`src/rtl/fsched_pkg.sv`:
```
package fsched_pkg;

  localparam int SEL_W = 4;
  localparam int LVL_W = 2;

  localparam logic [LVL_W-1:0] LVL_CLEAR = 2'd0;
  localparam logic [LVL_W-1:0] LVL_6DB   = 2'd1;
  localparam logic [LVL_W-1:0] LVL_10DB  = 2'd2;

  typedef enum logic [2:0] {
    K_FIXED     = 3'd0,
    K_SCENE_FLD = 3'd1,
    K_SCENE_SEC = 3'd2,
    K_DYN       = 3'd3,
    K_LINEAR    = 3'd4
  } kind_t;

  // span selects the second limit: 0 scene dwell, 1..3 dynamic intervals
  typedef struct packed {
    kind_t            kind;
    logic [LVL_W-1:0] val;
    logic [1:0]       span;
  } plan_t;

  function automatic plan_t decode_sync(input logic [SEL_W-1:0] c);
    plan_t p;
    p.kind = K_FIXED;
    p.val  = LVL_CLEAR;
    p.span = 2'd0;
    case (c)
      4'd1: p.val = LVL_6DB;
      4'd2: p.val = LVL_10DB;
      4'd3: p.kind = K_SCENE_FLD;
      4'd4: p.kind = K_SCENE_SEC;
      4'd5: begin p.kind = K_DYN; p.span = 2'd1; end
      4'd6: begin p.kind = K_DYN; p.span = 2'd2; end
      4'd7: begin p.kind = K_DYN; p.span = 2'd3; end
      4'd8: p.kind = K_LINEAR;
      default: ;
    endcase
    return p;
  endfunction

  function automatic plan_t decode_video(input logic [SEL_W-1:0] c);
    plan_t p;
    p.kind = K_FIXED;
    p.val  = LVL_CLEAR;
    p.span = 2'd0;
    case (c)
      4'd1: p.val = 2'd1;
      4'd2: p.kind = K_SCENE_FLD;
      4'd3: p.kind = K_SCENE_SEC;
      4'd4: begin p.kind = K_DYN; p.span = 2'd1; end
      4'd5: begin p.kind = K_DYN; p.span = 2'd2; end
      4'd6: begin p.kind = K_DYN; p.span = 2'd3; end
      4'd7: p.kind = K_LINEAR;
      default: ;
    endcase
    return p;
  endfunction

  // random pick: sync moves to one of the two other levels, video takes the bit
  function automatic logic [LVL_W-1:0] pick_next(input logic is_sync,
                                                 input logic [LVL_W-1:0] cur,
                                                 input logic b);
    logic [LVL_W-1:0] r;
    if (is_sync) begin
      case (cur)
        LVL_CLEAR: r = b ? LVL_10DB  : LVL_6DB;
        LVL_6DB:   r = b ? LVL_CLEAR : LVL_10DB;
        default:   r = b ? LVL_6DB   : LVL_CLEAR;
      endcase
    end else begin
      r = {1'b0, b};
    end
    return r;
  endfunction

  function automatic logic [LVL_W-1:0] step_linear(input logic is_sync,
                                                   input logic [LVL_W-1:0] cur);
    logic [LVL_W-1:0] r;
    if (is_sync) r = (cur == LVL_10DB) ? LVL_CLEAR : cur + 2'd1;
    else         r = {1'b0, ~cur[0]};
    return r;
  endfunction

endpackage

```
`src/rtl/sel_decoder.sv`:
```
module sel_decoder
  import fsched_pkg::*;
#(
  parameter bit IS_SYNC = 1'b1
) (
  input  logic [SEL_W-1:0] code,
  output plan_t            plan
);
  generate
    if (IS_SYNC) begin : g_sync
      assign plan = decode_sync(code);
    end else begin : g_video
      assign plan = decode_video(code);
    end
  endgenerate
endmodule

```
`src/rtl/dwell_timer.sv`:
```
module dwell_timer #(
  parameter int FIELD_DWELL = 16,
  parameter int SEC_W       = 6,
  localparam int FW         = $clog2(FIELD_DWELL + 1)
) (
  input  logic             clk,
  input  logic             rst_n,
  input  logic             clr,
  input  logic             field_stb,
  input  logic             sec_tick,
  input  logic [SEC_W-1:0] sec_limit,
  output logic             fld_due,
  output logic             fld_met,
  output logic             sec_met
);
  logic [FW-1:0]    fld_cnt;
  logic [SEC_W-1:0] sec_cnt;

  always_ff @(posedge clk or negedge rst_n) begin
    if (!rst_n) begin
      fld_cnt <= '0;
      sec_cnt <= '0;
    end else if (clr) begin
      fld_cnt <= '0;
      sec_cnt <= '0;
    end else begin
      if (field_stb && (fld_cnt < FW'(FIELD_DWELL))) fld_cnt <= fld_cnt + 1'b1;
      if (sec_tick && (sec_cnt < sec_limit))         sec_cnt <= sec_cnt + 1'b1;
    end
  end

  assign fld_due = (fld_cnt == FW'(FIELD_DWELL - 1));
  assign fld_met = (fld_cnt == FW'(FIELD_DWELL));
  assign sec_met = (sec_cnt >= sec_limit);

  AST_CLEAR_RESTARTS: assert property (@(posedge clk) disable iff (!rst_n)
    clr |=> (fld_cnt == '0 && sec_cnt == '0));
  AST_FIELD_SATURATES: assert property (@(posedge clk) disable iff (!rst_n)
    fld_cnt <= FW'(FIELD_DWELL));
  AST_IDLE_FIELD_COUNT: assert property (@(posedge clk) disable iff (!rst_n)
    (!field_stb && !clr) |=> $stable(fld_cnt));
endmodule

```
`src/rtl/lfsr_pick.sv`:
```
module lfsr_pick #(
  parameter int           W    = 16,
  parameter logic [W-1:0] SEED = 16'hACE1,
  parameter logic [W-1:0] MASK = 16'hB400
) (
  input  logic clk,
  input  logic rst_n,
  input  logic adv,
  output logic pick_bit
);
  logic [W-1:0] state;
  logic [W-1:0] nxt;

  assign nxt      = {1'b0, state[W-1:1]} ^ (state[0] ? MASK : '0);
  assign pick_bit = nxt[0];

  always_ff @(posedge clk or negedge rst_n) begin
    if (!rst_n)   state <= SEED;
    else if (adv) state <= nxt;
  end

  AST_LFSR_NONZERO: assert property (@(posedge clk) disable iff (!rst_n)
    state != '0);
  AST_LFSR_ONLY_ON_PICK: assert property (@(posedge clk) disable iff (!rst_n)
    !adv |=> $stable(state));
endmodule

```
`src/rtl/sched_channel.sv`:
```
module sched_channel
  import fsched_pkg::*;
#(
  parameter bit          IS_SYNC     = 1'b1,
  parameter int          OUT_W       = 2,
  parameter int          FIELD_DWELL = 16,
  parameter int          SCENE_SECS  = 3,
  parameter int          DYN_SHORT   = 15,
  parameter int          DYN_MID     = 30,
  parameter int          DYN_LONG    = 60,
  parameter int          LFSR_W      = 16,
  parameter logic [LFSR_W-1:0] SEED  = 16'hACE1,
  parameter logic [LFSR_W-1:0] MASK  = 16'hB400,
  localparam int SEC_MAX0 = (SCENE_SECS > DYN_SHORT) ? SCENE_SECS : DYN_SHORT,
  localparam int SEC_MAX1 = (DYN_MID > DYN_LONG) ? DYN_MID : DYN_LONG,
  localparam int SEC_MAX  = (SEC_MAX0 > SEC_MAX1) ? SEC_MAX0 : SEC_MAX1,
  localparam int SEC_W    = $clog2(SEC_MAX + 1)
) (
  input  logic             clk,
  input  logic             rst_n,
  input  logic             field_stb,
  input  logic             sec_tick,
  input  logic             scene_pulse,
  input  logic [SEL_W-1:0] sel,
  output logic [OUT_W-1:0] out_val
);
  logic [SEL_W-1:0] cur_sel;
  logic             fresh;
  logic             pend;
  logic [LVL_W-1:0] out_q;
  plan_t            plan;
  logic [SEC_W-1:0] sec_limit;
  logic             fld_due, fld_met, sec_met;
  logic             pick_bit;

  // named internal events
  logic sel_chg, strobe_live, entry_evt, run_evt;
  logic scene_kind, dwell_met, step_due, take_evt, accept_evt, adv_evt, clr_evt;
  logic [LVL_W-1:0] entry_val, next_val;

  sel_decoder #(.IS_SYNC(IS_SYNC)) dec_i (.code(cur_sel), .plan(plan));

  always_comb begin
    case (plan.span)
      2'd0:    sec_limit = SEC_W'(SCENE_SECS);
      2'd1:    sec_limit = SEC_W'(DYN_SHORT);
      2'd2:    sec_limit = SEC_W'(DYN_MID);
      default: sec_limit = SEC_W'(DYN_LONG);
    endcase
  end

  dwell_timer #(.FIELD_DWELL(FIELD_DWELL), .SEC_W(SEC_W)) tmr_i (
    .clk(clk), .rst_n(rst_n), .clr(clr_evt), .field_stb(field_stb),
    .sec_tick(sec_tick), .sec_limit(sec_limit),
    .fld_due(fld_due), .fld_met(fld_met), .sec_met(sec_met));

  lfsr_pick #(.W(LFSR_W), .SEED(SEED), .MASK(MASK)) lfsr_i (
    .clk(clk), .rst_n(rst_n), .adv(adv_evt), .pick_bit(pick_bit));

  assign sel_chg     = (sel != cur_sel);
  assign strobe_live = field_stb && !sel_chg;
  assign entry_evt   = strobe_live && fresh;
  assign run_evt     = strobe_live && !fresh;
  assign scene_kind  = (plan.kind == K_SCENE_FLD) || (plan.kind == K_SCENE_SEC);
  assign dwell_met   = (plan.kind == K_SCENE_FLD) ? fld_met : sec_met;

  always_comb begin
    case (plan.kind)
      K_LINEAR:              step_due = fld_due;
      K_DYN:                 step_due = sec_met;
      K_SCENE_FLD,
      K_SCENE_SEC:           step_due = pend;
      default:               step_due = 1'b0;
    endcase
  end

  assign take_evt   = run_evt && step_due;
  assign accept_evt = scene_pulse && scene_kind && dwell_met && !fresh && !sel_chg;
  assign adv_evt    = take_evt && (plan.kind != K_LINEAR);
  assign clr_evt    = sel_chg || entry_evt || take_evt;
  assign entry_val  = (plan.kind == K_FIXED) ? plan.val : LVL_CLEAR;
  assign next_val   = (plan.kind == K_LINEAR) ? step_linear(IS_SYNC, out_q)
                                              : pick_next(IS_SYNC, out_q, pick_bit);

  always_ff @(posedge clk or negedge rst_n) begin
    if (!rst_n) begin
      cur_sel <= '0;
      fresh   <= 1'b1;
      pend    <= 1'b0;
      out_q   <= LVL_CLEAR;
    end else begin
      cur_sel <= sel;
      if (sel_chg)        fresh <= 1'b1;
      else if (entry_evt) fresh <= 1'b0;
      if (clr_evt)         pend <= 1'b0;
      else if (accept_evt) pend <= 1'b1;
      if (entry_evt)      out_q <= entry_val;
      else if (take_evt)  out_q <= next_val;
    end
  end

  assign out_val = out_q[OUT_W-1:0];

  AST_OUT_ON_FIELD_ONLY: assert property (@(posedge clk) disable iff (!rst_n)
    !field_stb |=> $stable(out_q));
  AST_SEL_WAITS_FOR_FIELD: assert property (@(posedge clk) disable iff (!rst_n)
    sel_chg |=> $stable(out_q));
  AST_FIXED_ENTRY: assert property (@(posedge clk) disable iff (!rst_n)
    (entry_evt && plan.kind == K_FIXED) |=> (out_q == $past(plan.val)));
  AST_EARLY_PULSE_DROPPED: assert property (@(posedge clk) disable iff (!rst_n)
    (scene_pulse && !dwell_met && !pend) |=> !pend);
  AST_LINEAR_HOLDS: assert property (@(posedge clk) disable iff (!rst_n)
    (run_evt && plan.kind == K_LINEAR && !fld_due) |=> $stable(out_q));
  AST_DYN_HOLDS: assert property (@(posedge clk) disable iff (!rst_n)
    (run_evt && plan.kind == K_DYN && !sec_met) |=> $stable(out_q));

  generate
    if (IS_SYNC) begin : g_sync_chk
      AST_LEVEL_LEGAL: assert property (@(posedge clk) disable iff (!rst_n)
        out_q != 2'd3);
      AST_PICK_MOVES: assert property (@(posedge clk) disable iff (!rst_n)
        (take_evt && plan.kind != K_LINEAR) |=> (out_q != $past(out_q)));
    end else begin : g_video_chk
      AST_INV_ONE_BIT: assert property (@(posedge clk) disable iff (!rst_n)
        out_q[1] == 1'b0);
    end
  endgenerate
endmodule

```
`src/rtl/scramble_field_sched.sv`:
```
module scramble_field_sched
  import fsched_pkg::*;
#(
  parameter int           FIELD_DWELL = 16,
  parameter int           SCENE_SECS  = 3,
  parameter int           DYN_SHORT   = 15,
  parameter int           DYN_MID     = 30,
  parameter int           DYN_LONG    = 60,
  parameter int           LFSR_W      = 16,
  parameter logic [LFSR_W-1:0] LFSR_MASK  = 16'hB400,
  parameter logic [LFSR_W-1:0] SYNC_SEED  = 16'hACE1,
  parameter logic [LFSR_W-1:0] VIDEO_SEED = 16'h1D2B
) (
  input  logic             clk,
  input  logic             rst_n,
  input  logic             field_stb,
  input  logic             sec_tick,
  input  logic             scene_pulse,
  input  logic [SEL_W-1:0] sync_sel,
  input  logic [SEL_W-1:0] video_sel,
  output logic [LVL_W-1:0] sync_lvl,
  output logic             inv_en
);
  sched_channel #(
    .IS_SYNC(1'b1), .OUT_W(LVL_W), .FIELD_DWELL(FIELD_DWELL),
    .SCENE_SECS(SCENE_SECS), .DYN_SHORT(DYN_SHORT), .DYN_MID(DYN_MID),
    .DYN_LONG(DYN_LONG), .LFSR_W(LFSR_W), .SEED(SYNC_SEED), .MASK(LFSR_MASK)
  ) sync_ch_i (
    .clk(clk), .rst_n(rst_n), .field_stb(field_stb), .sec_tick(sec_tick),
    .scene_pulse(scene_pulse), .sel(sync_sel), .out_val(sync_lvl));

  sched_channel #(
    .IS_SYNC(1'b0), .OUT_W(1), .FIELD_DWELL(FIELD_DWELL),
    .SCENE_SECS(SCENE_SECS), .DYN_SHORT(DYN_SHORT), .DYN_MID(DYN_MID),
    .DYN_LONG(DYN_LONG), .LFSR_W(LFSR_W), .SEED(VIDEO_SEED), .MASK(LFSR_MASK)
  ) video_ch_i (
    .clk(clk), .rst_n(rst_n), .field_stb(field_stb), .sec_tick(sec_tick),
    .scene_pulse(scene_pulse), .sel(video_sel), .out_val(inv_en));

  AST_RESET_CLEAR: assert property (@(posedge clk)
    $rose(rst_n) |-> (sync_lvl == 2'd0 && inv_en == 1'b0));
endmodule

```
`config.mk`:
```
export PLATFORM = sky130hd
export DESIGN_NAME = scramble_field_sched
export DESIGN_NICKNAME = d
export VERILOG_FILES = /design/src/rtl/fsched_pkg.sv /design/src/rtl/sel_decoder.sv /design/src/rtl/dwell_timer.sv /design/src/rtl/lfsr_pick.sv /design/src/rtl/sched_channel.sv /design/src/rtl/scramble_field_sched.sv
export SDC_FILE = /design/constraint.sdc
export NUM_CORES = 1
export LEC_CHECK = 0
export BUFFER_PORTS_ARGS = -buffer_cell sky130_fd_sc_hd__buf_2
export CAP_MARGIN = 40
export CORE_MARGIN = 5
export CORE_UTILIZATION = 40
export CTS_BUF_LIST = sky130_fd_sc_hd__clkbuf_8
export DETAILED_ROUTE_END_ITERATION = 8
export PLACE_DENSITY = 0.59
export SLEW_MARGIN = 30
export SYNTH_ARGS = -nofsm -noshare
export SYNTH_HDL_FRONTEND = slang
export SYNTH_SLANG_ARGS = --single-unit
```
`constraint.sdc`:
```
create_clock -name clk -period 3.35 [get_ports clk]
set_input_delay 0.1675 -clock clk [delete_from_list [all_inputs] [get_ports clk]]
set_output_delay 0.1675 -clock clk [all_outputs]
set_load 0.05 [all_outputs]
```
==> flow_summary.rst <==
.. list-table::
   :header-rows: 1

   * - Metric
     - Value
   * - Initial antenna violation count
     - 0
   * - Overflow after GRT
     - 0
   * - Number of hold violations in the final report
     - 0
   * - Antenna Nets Post-Route
     - 0
   * - Total routed wirelength
     - 6208 um
   * - Cell depth of the worst min-delay path
     - 2
   * - Count of port buffers added during placement
     - 15
   * - Clk Latency, worst-skew pair
     - 0.34 ns
   * - Netlist Area Pre-Place
     - 3650 um^2
   * - Commonest cells after routing, fill and taps aside
     - dfrtp_1, nor2_1, xor2_1
   * - Layout overhead on the synthesized area
     - 13.68%
   * - Total number of yosys warnings
     - 0
   * - Vias in the first global route
     - 2392
   * - Max cap viols
     - 0
   * - Diodes inserted
     - 0
   * - Sort of element at the end of the critical path
     - flip-flop
   * - Post-Route Setup TNS
     - 0 ns
   * - Startpoint class of the critical path
     - flip-flop
   * - Proportion of synthesized flip-flops having asynchronous set or reset
     - 100.0%
   * - CP required
     - 3.58 ns
   * - Core ar.
     - around 8800 um^2
   * - Standard-cell rows
     - 34
   * - Num CTS Buffers
     - 9
   * - Reg2Reg Capture Point
     - video_ch_i.lfsr_i.state[15]$_DFFE_PN0P_
   * - Worst hold margin
     - between 0.08 and 0.09 ns
   * - Maximum number of pins on one net before global-route repair
     - 45
   * - Maximum clock path buffer count
     - 2
   * - Worst min-delay path category
     - in2reg
   * - Number of enable flip-flop cells after synthesis
     - 0
   * - Mean cell area of the mapped netlist
     - 11.26 um^2
   * - Drt first-iter violations
     - 63
   * - Hold EP
     - sync_ch_i.fresh$_DFFE_PN1P_
   * - Setup repair after global routing missed its margin
     - false
   * - Initial Util
     - 41.45%
   * - Max rail drop VDD
     - 0.0002115 V
   * - Post-synthesis sequential element count
     - 69
   * - Critical R2R Launch
     - video_ch_i.cur_sel[2]$_DFF_PN0_
   * - Post-DR vias/cell
     - just over 5
   * - TritonCTS clock tree
     - done
   * - Post-detailed-placement half-perimeter wirelength
     - 4406 um
   * - Netlist cell types
     - 52
   * - Category of the most critical setup path
     - reg2reg
   * - TritonCTS Sinks
     - 69
   * - Worst-case reg-to-reg path depth
     - 10
   * - Mapped Nets
     - between 300 and 400
   * - Number of design rule violations left after detail routing
     - 0
   * - Clock slew seen by the registers of the worst setup and hold paths
     - 0.07 ns
   * - Top-level I/O count
     - 16
   * - Final net count
     - 390
   * - Crit share post-route
     - 87.77%
   * - Final setup violating endpoints
     - 0
   * - Hold_sp
     - field_stb
   * - Leak pwr
     - approximately 1.9 nW
   * - Router iterations before antenna repair
     - 4
   * - Period minus WS final
     - roughly 2.9 ns
   * - Main synth FF type
     - dfrtp_1
   * - Die X
     - 105.5 um
   * - Wire length of the first global-routing pass
     - roughly 11000 um
   * - Most common cell after layout, fill and taps aside
     - dfrtp_1
   * - Gate count after technology mapping
     - approximately 320
   * - Part of the Yosys area used for sequential elements
     - a little under half
   * - FF-to-FF setup slack
     - 0.41 ns
   * - Power per standard cell area
     - 416.6 nW/um^2
   * - Max Freq
     - about 340 MHz
   * - Max-slew headroom at the worst pin
     - 58.36%
   * - Detail-routed net length per standard cell
     - about 13 um
   * - Area of the die
     - 11130 um^2
   * - Via count
     - 2403
   * - Overall routing resource usage
     - 12.42%
   * - Data arrival, critical path
     - 3.17 ns
   * - Post-CTS repair timing setup buffer count
     - 0
   * - Cell at the root of the clock tree
     - clkbuf_8
   * - Share of post-route cells with drive strength above 1
     - 26.52%
   * - Final setup skew
     - 0.008429 ns
   * - Outcome
     - complete, no violations
   * - Final-report max-slew violation count
     - 0
   * - Worst-Margin Slew
     - 0.6159 ns
   * - Placer congestion estimate
     - 0.7677
   * - Die boundary height
     - 105.5 um
   * - CTS H-Tree Depth
     - 3
   * - Worst-path fanout max
     - 16
[worst max-delay path, stage by stage, from the launching register on]
cell	delay (ns)
dfrtp_1	0.43
nor2b_2	0.25
o21ai_0	0.18
ha_1	0.31
nand2b_1	0.10
a21oi_1	0.06
o21ai_0	0.26
a31oi_1	0.24
nor4b_4	0.32
buf_4	0.30
mux2_2	0.36
[synthesized netlist by cell type, types with 2 or more instances]
library cell	n	share of area, %
o21a_1	2	0.41
nor3_1	3	0.41
and3_1	4	0.69
nand2b_1	3	0.51
mux2i_1	2	0.55
nor2_1	36	3.7
nand4b_1	2	0.48
buf_6	3	0.93
xnor2_1	8	1.9
nor2b_1	7	1.2
mux2_2	21	6.5
dfstp_2	18	13
nand2_1	19	2.0
inv_1	18	1.9
nand3_1	4	0.55
o211ai_1	2	0.41
nor4_1	2	0.34
mux2_4	10	4.1
mux2_1	2	0.62
o31ai_1	2	0.41
dfrtp_1	51	35
clkbuf_1	4	0.41
o21ai_0	10	1.4
a31oi_1	2	0.34
xor2_1	23	5.5
a21oi_1	14	1.9
ha_1	20	6.9
nand4_1	7	1.2
nor4_4	2	1.2
[per-layer routing]
metal | up-vias | global-route usage [%] | routed length (um) | share of wire [%]
met3 | 9 | 3.545 | 261 | 4.2
met2 | 34 | 19.95 | 2893 | 47
li1 | 1190 | - | - | -
met4 | 0 | 4.810 | 80 | 1.3
met1 | 1170 | 15.90 | 2973 | 48
met5 | - | 0 | 0 | 0
[sequential cells by signal, indices dropped and copies added (netlist names), 2 cells and up]
register,flops
video_ch_i.tmr_i.sec_cnt,6
video_ch_i.tmr_i.fld_cnt,5
video_ch_i.cur_sel,4
sync_ch_i.lfsr_i.state,16
sync_ch_i.tmr_i.sec_cnt,6
sync_ch_i.cur_sel,4
video_ch_i.lfsr_i.state,16
sync_ch_i.out_val,2
sync_ch_i.tmr_i.fld_cnt,5
[repair_timing]
| item | CTS | global route |
|---|---|---|
| hold endpoints to repair | 25 | 0 |
| resized for setup | 0 | 1 |
| setup endpoints to repair | 0 | 2 |
| hold buffers | 9 | 0 |
[worst max path at each step]
stage | from | endpoint | cells past startpoint | slack (ns)
2_1_floorplan | sync_ch_i.cur_sel[3]$_DFF_PN0_ | sync_ch_i.lfsr_i.state[12]$_DFFE_PN0P_ | 10 | 0.59
3_3_place_gp | video_ch_i.cur_sel[2]$_DFF_PN0_ | video_ch_i.lfsr_i.state[4]$_DFFE_PN0P_ | 10 | 0.35
3_5_place_dp | video_ch_i.cur_sel[2]$_DFF_PN0_ | video_ch_i.lfsr_i.state[15]$_DFFE_PN0P_ | 10 | 0.30
4_1_cts | video_ch_i.cur_sel[2]$_DFF_PN0_ | video_ch_i.lfsr_i.state[15]$_DFFE_PN0P_ | 10 | 0.30
5_1_grt | video_ch_i.cur_sel[2]$_DFF_PN0_ | video_ch_i.lfsr_i.state[4]$_DFFE_PN0P_ | 10 | 0.10
6_report | video_ch_i.cur_sel[2]$_DFF_PN0_ | video_ch_i.lfsr_i.state[15]$_DFFE_PN0P_ | 10 | 0.41
[power by group]
part	internal, mW	switching (mW)
clock network	0.402	0.308
logic	0.0535	0.0976
registers	0.849	0.0183
total	1.30	0.424
[layout make-up]
| type | instances | area (um^2) |
|---|---|---|
| clock buffer | 12 | 165.2 |
| clock inverter | 4 | 47.55 |
| fill | 803 | 4657 |
| inverter | 19 | 71.32 |
| multi-input combinational | 227 | 1763 |
| sequential | 69 | 1749 |
| tap | 108 | 135.1 |
| timing repair buffer | 31 | 217.7 |
[stage by stage]
step	cell area, um^2	utilization, %	std cells	power (mW)	setup WS, ns
finish	4149	47.12	470	1.729	0.4096
global route	4149	47.12	470	1.814	0.1044
CTS	4146	47.09	470	1.759	0.2986
detailed placement	3844	43.65	445	1.029	0.3040
global placement	3844	43.65	445	1.026	0.3513
floorplan	3650	-	324	0.9740	0.5949
[cell families after synthesis]
group / share of synthesized area, %
multiplexers: 11.76
buffers and inverters: 3.839
AND/OR/NAND/NOR: 14.91
AO/OA/AOI/OAI: 7.268
flip-flops: 47.93
XOR/XNOR: 7.439
adder cells (fa/ha/maj): 6.856
No activity file was read; power rests on OpenSTA's default activity.
